==> config.mk <==
export PLATFORM = sky130hd
export DESIGN_NAME = nv_xfer_seq
export DESIGN_NICKNAME = d
export VERILOG_FILES = /design/src/rtl/nvx_pkg.sv /design/src/rtl/nvx_trig_qual.sv /design/src/rtl/nvx_flags.sv /design/src/rtl/nvx_phase_timer.sv /design/src/rtl/nv_xfer_seq.sv
export SDC_FILE = /design/constraint.sdc
export NUM_CORES = 1
export LEC_CHECK = 0
export ABC_CLOCK_PERIOD_IN_PS = 5700
export BUFFER_PORTS_ARGS = -buffer_cell sky130_fd_sc_hd__buf_4
export CORE_ASPECT_RATIO = 1.2
export CORE_MARGIN = 2
export CORE_UTILIZATION = 55
export CTS_CLUSTER_DIAMETER = 150
export DETAILED_ROUTE_END_ITERATION = 16
export GPL_TIMING_DRIVEN = 0
export HOLD_SLACK_MARGIN = 0.05
export PLACE_DENSITY = 0.8
export SYNTH_ARGS = -nofsm -noshare
export SYNTH_HDL_FRONTEND = slang
export SYNTH_HIERARCHICAL = 1
export SYNTH_SLANG_ARGS = --single-unit
export TNS_END_PERCENT = 100
==> constraint.sdc <==
create_clock -name clk -period 5.7 [get_ports clk]
set_input_delay 0 -clock clk [delete_from_list [all_inputs] [get_ports clk]]
set_output_delay 0 -clock clk [all_outputs]
set_load 0.02 [all_outputs]
==> src/rtl/nvx_pkg.sv <==
package nvx_pkg;
  typedef enum logic [2:0] {
    PH_IDLE,
    PH_LEAD,
    PH_STORE,
    PH_RECALL,
    PH_RECOVER
  } phase_e;
endpackage

==> src/rtl/nvx_trig_qual.sv <==
// Conditions the hardware store pin (minimum width) and the power-fail edge.
module nvx_trig_qual #(
  parameter int HW_MIN_CYC = 1
) (
  input  logic clk,
  input  logic rst_n,
  input  logic hw_store,
  input  logic pfail,
  output logic hw_hit,
  output logic pf_rise
);
  localparam int QW = $clog2(HW_MIN_CYC + 1);
  localparam logic [QW-1:0] HIT_AT = QW'(HW_MIN_CYC - 1);
  localparam logic [QW-1:0] SAT_AT = QW'(HW_MIN_CYC);

  logic [QW-1:0] hi_cnt;
  logic          pf_q;

  always_ff @(posedge clk or negedge rst_n) begin
    if (!rst_n) begin
      hi_cnt <= '0;
      pf_q   <= 1'b0;
    end else begin
      pf_q <= pfail;
      if (!hw_store)
        hi_cnt <= '0;
      else if (hi_cnt != SAT_AT)
        hi_cnt <= hi_cnt + 1'b1;
    end
  end

  assign hw_hit  = hw_store && (hi_cnt == HIT_AT);
  assign pf_rise = pfail && !pf_q;
endmodule

==> src/rtl/nvx_flags.sv <==
// Written-since-transfer mark and latched power-up recall request.
module nvx_flags (
  input  logic clk,
  input  logic rst_n,
  input  logic wr_done,
  input  logic idle,
  input  logic xfer_end,
  input  logic low_vreset,
  input  logic recall_take,
  output logic dirty,
  output logic pend
);
  always_ff @(posedge clk or negedge rst_n) begin
    if (!rst_n) begin
      dirty <= 1'b0;
      pend  <= 1'b1;
    end else begin
      if (xfer_end)
        dirty <= 1'b0;
      else if (wr_done && idle)
        dirty <= 1'b1;
      if (low_vreset)
        pend <= 1'b1;
      else if (recall_take)
        pend <= 1'b0;
    end
  end
endmodule

==> src/rtl/nvx_phase_timer.sv <==
// Down-counter: loaded on phase entry, expired on the last cycle of a phase.
module nvx_phase_timer #(
  parameter int CW = 8
) (
  input  logic          clk,
  input  logic          rst_n,
  input  logic          load,
  input  logic [CW-1:0] load_val,
  output logic          expired
);
  logic [CW-1:0] cnt;

  always_ff @(posedge clk or negedge rst_n) begin
    if (!rst_n)
      cnt <= '0;
    else if (load)
      cnt <= load_val;
    else if (cnt != '0)
      cnt <= cnt - 1'b1;
  end

  assign expired = (cnt == '0);
endmodule

==> src/rtl/nv_xfer_seq.sv <==
module nv_xfer_seq
  import nvx_pkg::*;
#(
  parameter int STORE_CYC   = 500000,
  parameter int RECALL_CYC  = 1000,
  parameter int RECOVER_CYC = 35,
  parameter int HW_LEAD_CYC = 15,
  parameter int HW_MIN_CYC  = 1
) (
  input  logic clk,
  input  logic rst_n,
  input  logic hw_store,
  input  logic sw_store,
  input  logic sw_recall,
  input  logic pfail,
  input  logic low_vreset,
  input  logic auto_inhibit,
  input  logic wr_done,
  output logic busy_n,
  output logic access_inhibit,
  output logic store_start,
  output logic recall_start
);
  localparam int M1 = (STORE_CYC > RECALL_CYC) ? STORE_CYC : RECALL_CYC;
  localparam int M2 = (RECOVER_CYC > HW_LEAD_CYC) ? RECOVER_CYC : HW_LEAD_CYC;
  localparam int MAXC = (M1 > M2) ? M1 : M2;
  localparam int CW = $clog2(MAXC + 1);

  phase_e        ph, nxt;
  logic          hw_hit, pf_rise, dirty, pend, expired;
  logic          load, recall_take, xfer_end, idle;
  logic [CW-1:0] load_val;

  nvx_trig_qual #(.HW_MIN_CYC(HW_MIN_CYC)) u_qual (
    .clk(clk), .rst_n(rst_n), .hw_store(hw_store), .pfail(pfail),
    .hw_hit(hw_hit), .pf_rise(pf_rise)
  );

  nvx_flags u_flags (
    .clk(clk), .rst_n(rst_n), .wr_done(wr_done), .idle(idle),
    .xfer_end(xfer_end), .low_vreset(low_vreset), .recall_take(recall_take),
    .dirty(dirty), .pend(pend)
  );

  nvx_phase_timer #(.CW(CW)) u_tmr (
    .clk(clk), .rst_n(rst_n), .load(load), .load_val(load_val),
    .expired(expired)
  );

  assign idle     = (ph == PH_IDLE);
  assign xfer_end = ((ph == PH_STORE) || (ph == PH_RECALL)) && expired;

  always_comb begin
    nxt         = ph;
    recall_take = 1'b0;
    unique case (ph)
      PH_IDLE: begin
        if (pend) begin
          if (!low_vreset && !pfail) begin
            nxt         = PH_RECALL;
            recall_take = 1'b1;
          end
        end else if (pf_rise && !auto_inhibit && dirty)
          nxt = PH_STORE;
        else if (hw_hit && dirty)
          nxt = PH_LEAD;
        else if (sw_store)
          nxt = PH_STORE;
        else if (sw_recall)
          nxt = PH_RECALL;
      end
      PH_LEAD:    if (expired) nxt = PH_STORE;
      PH_STORE:   if (expired) nxt = PH_RECOVER;
      PH_RECALL:  if (expired) nxt = PH_RECOVER;
      PH_RECOVER: if (expired) nxt = PH_IDLE;
      default:    nxt = PH_IDLE;
    endcase
  end

  assign load = (nxt != ph);

  always_comb begin
    unique case (nxt)
      PH_LEAD:    load_val = CW'(HW_LEAD_CYC - 1);
      PH_STORE:   load_val = CW'(STORE_CYC - 1);
      PH_RECALL:  load_val = CW'(RECALL_CYC - 1);
      PH_RECOVER: load_val = CW'(RECOVER_CYC - 1);
      default:    load_val = '0;
    endcase
  end

  always_ff @(posedge clk or negedge rst_n) begin
    if (!rst_n) begin
      ph           <= PH_IDLE;
      store_start  <= 1'b0;
      recall_start <= 1'b0;
    end else begin
      ph           <= nxt;
      store_start  <= (nxt == PH_STORE) && (ph != PH_STORE);
      recall_start <= (nxt == PH_RECALL) && (ph != PH_RECALL);
    end
  end

  assign busy_n         = (ph != PH_STORE);
  assign access_inhibit = (ph != PH_IDLE);
endmodule

# After elaboration in Yosys (flattened, before gate mapping)
# Index checks and enable logic that the tools add are counted.
dict set report totals {
  elab_cells 67
  inputBits 9
  output_inout_bits 4
  ff_bits 28
}
dict set report op_classes {
  eq_ne 11
  n_addsub 2
  n_reduce_logical 23
  muxes 22
  bitwise 1
}
# cell count
set ops {}
lappend ops {{$pmux 19 s4} 1}
lappend ops {{$mux 19} 2}
lappend ops {{$mux 3} 9}
lappend ops {{$logic_not 19->1} 1}
lappend ops {{$reduce_bool 19->1} 1}
lappend ops {{$sub 19x1->19 const B} 1}
lappend ops {{$eq 3x2->1 const B} 4}
lappend ops {{$pmux 3 s4} 1}
lappend ops {{$logic_and 1x1->1} 10}
lappend ops {{$mux 1} 9}
lappend ops {{$eq 3x1->1 const B} 2}
lappend ops {{$eq 3x3->1 const B} 2}
lappend ops {{$ne 3x2->1 const B} 2}
lappend ops {{$reduce_bool 2->1} 3}
lappend ops {{$logic_not 1->1} 4}
lappend ops {{$logic_not 3->1} 1}
lappend ops {{$ne 3x3->1} 1}
lappend ops {{$reduce_bool 3->1} 1}
lappend ops {{$reduce_or 2->1} 1}
lappend ops {{$add 1x1->1 const B} 1}
lappend ops {{$logic_or 1x1->1} 1}
lappend ops {{$not 1->1} 1}

# Logic depth before layout (Yosys ltp)
# Gate-level depths: netlist of run 1.
dict set report logic_depth {
  ltp_word 10
  ltp_mapped 11
  depth_no_buf 11
}

# By module
# The synthesis of run 1 kept the hierarchy.
# mod cells_each n_inst area_per_inst_um2 seq_area_each_um2
set modules_own_cells {}
lappend modules_own_cells {nvx_phase_timer 127 1 1117.3 475.5}
lappend modules_own_cells {nv_xfer_seq 47 1 394.1 125.1}
lappend modules_own_cells {nvx_trig_qual 4 1 77.6 50.0}
lappend modules_own_cells {nvx_flags 6 1 71.3 51.3}

# Worst setup path before layout of run 1
# Ideal clock, no wire load.
dict set report synth_timing {
  kind {register -> register}
  startpoint {reg u_tmr.cnt[14]}
  endpoint {reg u_tmr.cnt[16]}
  setup_ps 88
  stages_incl_launch_ff 11
  path_buffers 1
  period_less_slack_ps 2996
  t_arrival_ps 2908
  t_required_ps 5612
  path_slack_ps 2704
  path_cell_list {dfrtp_1 or4_4 or4b_1 buf_2 nor2_2 nor2_1 a32oi_2 nor2b_1 nand2b_1 o31ai_1 nor3b_1}
}
dict set report synth_via {
  elab_chain_cells 6
  elab_cells_between_ends 16
  cone_classes {add/sub (1); eq/ne (5); mux (7); reduce/logical (3)}
}
# item line_no
set synth_lines {}
lappend synth_lines {{start: declaration} nvx_phase_timer.sv:11} ;# logic [CW-1:0] cnt;
lappend synth_lines {{start signal: assignment} nvx_phase_timer.sv:17} ;# cnt <= load_val;
lappend synth_lines {{start signal: assignment} nvx_phase_timer.sv:19} ;# cnt <= cnt - 1'b1;
lappend synth_lines {{$logic_not 19->1 (*)} nvx_phase_timer.sv:22} ;# assign expired = (cnt == '0);
lappend synth_lines {{via expired} nv_xfer_seq.sv:30} ;# logic hw_hit, pf_rise, dirty, pend, expired;
lappend synth_lines {{$mux 3, on equally long branches} --}
lappend synth_lines {{$pmux 3 s4 (*)} nv_xfer_seq.sv:56} ;# unique case (ph)
lappend synth_lines {{$eq 3x3->1, or another cell as far along} nv_xfer_seq.sv:83} ;# unique case (nxt)
lappend synth_lines {{$pmux 19 s4} nv_xfer_seq.sv:83}
lappend synth_lines {{$mux 19} nvx_phase_timer.sv:16} ;# else if (load)
# The timed path passes the listed nets; every way through them passes the cells marked *. The select of a mux whose other input is x is not followed.
# A chain may end at the register's enable or synchronous reset.

# Worst setup path in the final report of run 1
dict set report layout_timing {
  startpoint {reg u_tmr.cnt[3]}
  endpoint {reg u_tmr.cnt[4]}
}
dict set report layout_via {
  elab_cells_between_ends 16
  cone_classes {add/sub (1); eq/ne (5); mux (7); reduce/logical (3)}
}
# item line_no
set layout_rtl {}
lappend layout_rtl {{$logic_not 19->1 (*)} nvx_phase_timer.sv:22}
lappend layout_rtl {{via expired} nv_xfer_seq.sv:30}
lappend layout_rtl {{$mux 3, on equally long branches} --}
lappend layout_rtl {{$pmux 3 s4 (*)} nv_xfer_seq.sv:56}
lappend layout_rtl {{$ne 3x3->1 (*)} nv_xfer_seq.sv:80} ;# assign load = (nxt != ph);
lappend layout_rtl {{via load} nv_xfer_seq.sv:31} ;# logic load, recall_take, xfer_end, idle;
lappend layout_rtl {{$mux 19 or $reduce_bool 2->1 (tied branches)} --}
# Marked as above.

==> impl_metrics.yaml, run 1 <==
status:
  outcome: "completed"
synthesis:
  yosysWarnings: 6
  synth-seq-cells: 28
  synthTopCellsByArea: "dfrtp_1 (41%), nand2_1 (5.4%), o21ai_0 (4.2%)"
  yosys.area.top_type_share: 0.407
  syn_area_mm2: 0.00166
  yosysMostFrequentCell: "dfrtp_1"
  synth_top_flop_cell: "dfrtp_1"
  yosysUniqueCellTypes: 48
  synthTopCellsByCount: "dfrtp_1 (27), nand2_1 (24), o21ai_0 (14)"
  synth_edf_count: 0
  syn-instance-count: 184
  yosysTopAreaCell: "dfrtp_1"
  yosysSeqAreaShare: 0.423
  synthArstFlopShare: 1.00
  avgSynthCellArea_um2: 9.02
pwr:
  power.switching_w: 0.000299
  peakVddDrop_v: 0.000259
  pwr-share-clk: 0.112
  seq_power_share: 0.491
  power_leakage_nw: 0.716
  switching_share: 0.406
  p_int_w: 0.000437
  p_comb_frac: 0.398
  cellPowerDensity_mw_per_mm2: 391
timing:
  min_period_over_period: 0.687
  fin_skew_ns: 0.0107
  hold_ws_ns: 0.114
  worst_slew_pin_slew_ns: 0.989
  fin_crit_ns: 3.91
  slew_violations: 0
  fin_ws_ns: 1.79
  finalHoldViolCount: 0
  rsz0062_at_grt: "false"
  setup_tns_ns: 0
  slew_headroom: 0.334
  setup_violations: 0
  clock.fmax_ghz: 0.255
placement:
  dp_hpwl_mm: 2.69
  place_ws_ns: 1.95
  dpl_cell_area_mm2: 0.00180
  place_inst: 233
  port_buffers: 12
  gp_congestion: 0.872
drt:
  vias: 1467
  drc: 0
  drt_iter0_drc: 59
  via_per_inst: 6.06
  routedWlPerCell_um: 15.4
  first_pass_iters: 4
  wirelength_mm: 3.72
  drtAntennaViolNets: 0
critical_path:
  cpMaxStageDelayCell: "nor4_1"
  crit_path_start_kind: "flip-flop"
  crit_chain: "nor4_1 > nand3_1 > nor2_2 > nor2_1 > o21ai_0 > clkbuf_1 > clkbuf_1 > nand2_1 > o21ai_0"
  cp_max_fo: 12
  required_ns: 5.95
  worstSetupEndpointType: "flip-flop"
  critPathKind: "flip-flop to flip-flop"
  max_stage_delay_ns: 0.85
  critPathArrivalTime_ns: 4.17
clock_tree:
  cts.path.max_buffers: 2
  root_buffer: "clkbuf_4"
  clock_sinks: 28
  htree_levels: 1
  cts_buffers: 3
  cts_tree: "built"
  cts-resized-gates: 0
  clkLatencyLatePin_ns: 0.32
  clk_pin_slew_ns: 0.15
die:
  rows: 21
  core-area_mm2: 0.00284
  io_pins: 13
  initial_core_util: 0.585
  dieArea_mm2: 0.00348
  fp.dieW_um: 54.2
  fp.dieH_um: 64.2
layout:
  instances_no_fill: 242
  fillCellCount: 250
  fin_area_mm2: 0.00188
  num_antenna_cells: 0
  nets: 219
  syn_to_final_growth_pct: 13.3
  drive_gt1_frac: 0.139
job:
  maxCapViolCount: 0
grt:
  grt_max_degree: 29
  grtUsageTotal: 0.236
  grt_first_pass_wirelength_mm: 6.05
  first_global_vias: 1449
  grt_antenna_before_repair: 0
  grt-ovfl-total: 0
min_path:
  hp-class: "input pin to asynchronous set/reset pin"
## area by class of cell
type / instances / area, µm² / area share
Tap cell: 34 / 42.5 / 0.0226
Clock buffer: 4 / 26.3 / 0.0140
Sequential cell: 28 / 702 / 0.373
Buffer: 5 / 21.3 / 0.0113
Multi-Input combinational cell: 143 / 907 / 0.482
Timing Repair Buffer: 17 / 140 / 0.0745
Inverter: 11 / 41.3 / 0.0220
## metal layers
| layer | share of wire | GRT usage | up-vias | wire, µm |
|---|---|---|---|---|
| li1 | - | - | 702 | - |
| met1 | 0.41 | 0.264 | 705 | 1540 |
| met2 | 0.52 | 0.425 | 50 | 1950 |
| met3 | 0.041 | 0.0234 | 10 | 153 |
| met4 | 0.021 | 0.109 | 0 | 77 |
| met5 | 0 | 0 | - | 0 |
## registers in the layout, summed over array words and instances, names as in the netlist
signal and flops:
recall_start 1, u_flags/dirty 1, ph 3, u_tmr/cnt 19, u_flags/pend 1, u_qual/pf_q 1, store_start 1, u_qual/hi_cnt 1
## through the flow
step           power (W)  utilization
3_3_place_gp    0.000632        0.636
3_5_place_dp    0.000649        0.636
6_report        0.000736        0.663
4_1_cts         0.000738        0.663
5_1_grt         0.000796        0.663
2_1_floorplan   0.000563            -
## path summary, 6_finish.rpt
kind / startpoint / to / slack (ns) / cells past startpoint
hold reg to reg: u_tmr/cnt[17] / u_tmr/cnt[17] / 0.59 / 2
hold / removal: rst_n / u_tmr/cnt[2] / 0.11 / 2
min in group clk: auto_inhibit / ph[0] / 0.22 / 5
max in group asynchronous: rst_n / u_flags/pend / 5.28 / 2
setup / recovery: u_tmr/cnt[3] / u_tmr/cnt[4] / 1.79 / 9
setup reg to reg: u_tmr/cnt[3] / u_tmr/cnt[4] / 1.79 / 9
## power groups by stage
stage | clock network [W] | logic (W) | registers [W]
floorplan | 0 | 0.000215 | 0.000347
CTS | 0.0000874 | 0.000293 | 0.000358
detailed placement | 0 | 0.000288 | 0.000361
global route | 0.0000958 | 0.000330 | 0.000371
global placement | 0 | 0.000275 | 0.000357
finish | 0.0000822 | 0.000293 | 0.000361
## critical path: cells and delay by family, from the launching register on
family,cells,cell delay [ns]
AND/OR/NAND/NOR,5,2.13
buffers and inverters,2,0.82
flip-flops,1,0.44
AO/OA/AOI/OAI,2,0.43
## cells by family (layout without fill, tap and decap cells)
group,Yosys count,after routing,synth area share
AO/OA/AOI/OAI,43,43,0.183
XOR/XNOR,13,13,0.0686
adder cells (fa/ha/maj),1,1,0.00753
buffers and inverters,16,37,0.0377
flip-flops,28,28,0.423
other,1,4,0.00226
AND/OR/NAND/NOR,82,82,0.278
## timing repair
| action | CTS | global route |
|---|---|---|
| hold buffers | 5 | 0 |
| endpoints found under the hold margin | 32 | 0 |
| setup buffers | 0 | 0 |
## cell usage in the layout, fill, tap and decap left out, types with 3 or more instances in the layout
cell,count
nor3_1,5
o31ai_1,8
conb_1,4
nor4_1,6
dfrtp_1,27
clkbuf_1,4
nand2_1,24
o21ai_0,14
dlygate4sd3_1,5
xor2_1,8
clkbuf_4,3
inv_1,11
nor2_1,11
or3_1,3
xnor2_1,5
nor2b_1,4
buf_4,12
nand3_1,6
nand3b_1,3
a21oi_1,4
Power figures use the tool's default switching activity.
==> inputs of run 2 (changes only) <==
--- a/config.mk
+++ b/config.mk
@@ -5,16 +5,16 @@
 export SDC_FILE = /design/constraint.sdc
 export NUM_CORES = 1
 export LEC_CHECK = 0
-export ABC_CLOCK_PERIOD_IN_PS = 5700
+export ABC_CLOCK_PERIOD_IN_PS = 3200
 export BUFFER_PORTS_ARGS = -buffer_cell sky130_fd_sc_hd__buf_4
 export CORE_ASPECT_RATIO = 1.2
 export CORE_MARGIN = 2
-export CORE_UTILIZATION = 55
+export CORE_UTILIZATION = 53
 export CTS_CLUSTER_DIAMETER = 150
 export DETAILED_ROUTE_END_ITERATION = 16
 export GPL_TIMING_DRIVEN = 0
 export HOLD_SLACK_MARGIN = 0.05
-export PLACE_DENSITY = 0.8
+export PLACE_DENSITY = 0.81
 export SYNTH_ARGS = -nofsm -noshare
 export SYNTH_HDL_FRONTEND = slang
 export SYNTH_HIERARCHICAL = 1
==> constraint.sdc (replaced) <==
create_clock -name clk -period 3.2 [get_ports clk]
set_input_delay 0 -clock clk [delete_from_list [all_inputs] [get_ports clk]]
set_output_delay 0 -clock clk [all_outputs]
set_load 0.02 [all_outputs]
==> run 2 against run 1 <==
Worst setup slack worse by 1.6 ns; final cell count increased by 2.9%; register-to-register slack got worse by 1.6 ns; highest routed layer unchanged.
==> impl_metrics.yaml, run 2 (synthesized netlist as in run 1, its figures left out) <==
status:
  outcome: "completed"
grt:
  first_global_vias: 1480
  grt-ovfl-total: 0
  use_met2: 0.399
  grt_antenna_before_repair: 0
  grtUsageTotal: 0.240
  met1_usage: 0.284
  grt_first_pass_wirelength_mm: 6.35
  met3_usage: 0.0386
  busiest_layer: "met2"
  grt_max_degree: 29
layout:
  num_antenna_cells: 0
  top_regs: "u_tmr/cnt (19), ph (3)"
  fillCellCount: 239
  syn_to_final_growth_pct: 19.3
  seq_area_um2: 702
  mostFrequentLayoutCell: "dfrtp_1"
  multi_input_area_um2: 953
  fin_util: 0.654
  largest_reg_flops: 19
  final_cell_mix: "dfrtp_1 (27), nand2_1 (24), buf_4 (17), o21ai_0 (13)"
  nets: 224
  regMostFlops: "u_tmr/cnt"
  drive_gt1_frac: 0.197
clock_tree:
  cts_buffers: 3
  root_buffer: "clkbuf_4"
  clkLatencyLatePin_ns: 0.33
  cts_tree: "built"
  htree_levels: 1
  clk_pin_slew_ns: 0.15
  cts.path.max_buffers: 2
  clock_sinks: 28
critical_path:
  critPathKind: "flip-flop to flip-flop"
  worstSetupEndpointType: "flip-flop"
  cp_max_fo: 10
  reg2reg_slack_ns: 0.16
  r2r_start: "u_tmr/cnt[14]"
  path_buf_inv: 3
  cpMaxStageDelayCell: "or4_4"
  ff2ff_path_depth: 10
  crit_chain: "or4_4 > or4b_1 > buf_2 > nor2_4 > nor2_1 > o21ai_1 > clkbuf_2 > clkbuf_2 > nand2_1 > o21ai_0"
  cp_common_cell: "clkbuf_2"
  critPathArrivalTime_ns: 3.30
  critical-path-top-delay-family: "simple AND/OR/NAND/NOR gates"
  max_stage_delay_ns: 0.54
  r2r_end: "u_tmr/cnt[4]"
  required_ns: 3.46
  crit_path_start_kind: "flip-flop"
die:
  core-area_mm2: 0.00303
  fp.dieH_um: 65.3
  dieArea_mm2: 0.00360
  initial_core_util: 0.548
  fp.dieW_um: 55.1
  io_pins: 13
  rows: 22
timing:
  fin_skew_ns: 0.0131
  slew_violations: 0
  min_period_over_period: 0.950
  hold_ws_ns: 0.115
  clock.fmax_ghz: 0.329
  setup_violations: 0
  fin_crit_ns: 3.04
  setup_tns_ns: 0
  finalHoldViolCount: 0
pwr:
  peakVddDrop_v: 0.000417
  total_power_w: 0.00139
  power_leakage_nw: 0.769
  cellPowerDensity_mw_per_mm2: 702
drt:
  drc: 0
  via_per_inst: 6.08
  wirelength_mm: 3.92
  drt_iter0_drc: 61
  vias: 1514
  first_pass_iters: 4
  drtAntennaViolNets: 0
  routedWlPerCell_um: 15.7
placement:
  dp_hpwl_mm: 2.74
  gp_congestion: 0.898
  port_buffers: 12
min_path:
  hp-class: "input pin to asynchronous set/reset pin"
job:
  maxCapViolCount: 0
run 2: report_power, final:
part / switching (W) / total [W] / internal [W]
Sequential: 0.000169 / 0.000660 / 0.000491
Clock: 0.000103 / 0.000172 / 0.0000696
Combinational: 0.000293 / 0.000559 / 0.000266
run 2: how the worst max path moves through the flow:
stage	start	end	slack, ns	cells past startpoint
after floorplan	u_tmr/cnt[14]	u_tmr/cnt[16]	0.20	10
after global placement	u_tmr/cnt[5]	u_tmr/cnt[16]	-0.41	9
after detailed placement	u_tmr/cnt[3]	u_tmr/cnt[5]	-0.59	9
after CTS	u_tmr/cnt[14]	u_tmr/cnt[16]	0.01	10
after global routing	u_tmr/cnt[14]	u_tmr/cnt[16]	-0.02	10
final	u_tmr/cnt[14]	u_tmr/cnt[4]	0.16	10
run 2: worst register-to-register path, stage by stage (launching register included):
cell and delay, ns:
dfrtp_1 0.45, or4_4 0.54, or4b_1 0.48, buf_2 0.20
nor2_4 0.19, nor2_1 0.11, o21ai_1 0.26, clkbuf_2 0.27
clkbuf_2 0.27, nand2_1 0.12, o21ai_0 0.09
run 2: area by class of cell:
cell class / count / share of cell area
clock buffers: 4 / 0.0183
repair buffers: 22 / 0.0897
inverters: 11 / 0.0208
well taps: 36 / 0.0227
plain buffers: 5 / 0.0126
flip-flops and latches: 28 / 0.354
multi-input cells: 143 / 0.481
run 2: through the flow:
stage	setup WS, ns	std cells	area, µm²
6_report	0.159	249	1980
5_1_grt	-0.0158	249	1980
4_1_cts	0.0126	244	1930
3_5_place_dp	-0.593	235	1810
3_3_place_gp	-0.408	235	1810
2_1_floorplan	0.204	187	1670
run 2: what timing repair did:
| item | 4_1_cts | 5_1_grt |
|---|---|---|
| endpoints found under the hold margin | 32 | 0 |
| endpoints found under the setup margin | 20 | 16 |
| pin swaps | 1 | 2 |
| buffers inserted | 0 | 5 |
| hold buffers | 5 | 0 |
| gates resized for setup | 10 | 2 |
| gates cloned | 0 | 0 |
run 2: routing by layer:
layer | part of all wire | up-vias
met1 | 0.40 | 731
met4 | 0.033 | 0
met5 | 0 | -
li1 | - | 710
met2 | 0.51 | 57
met3 | 0.057 | 16
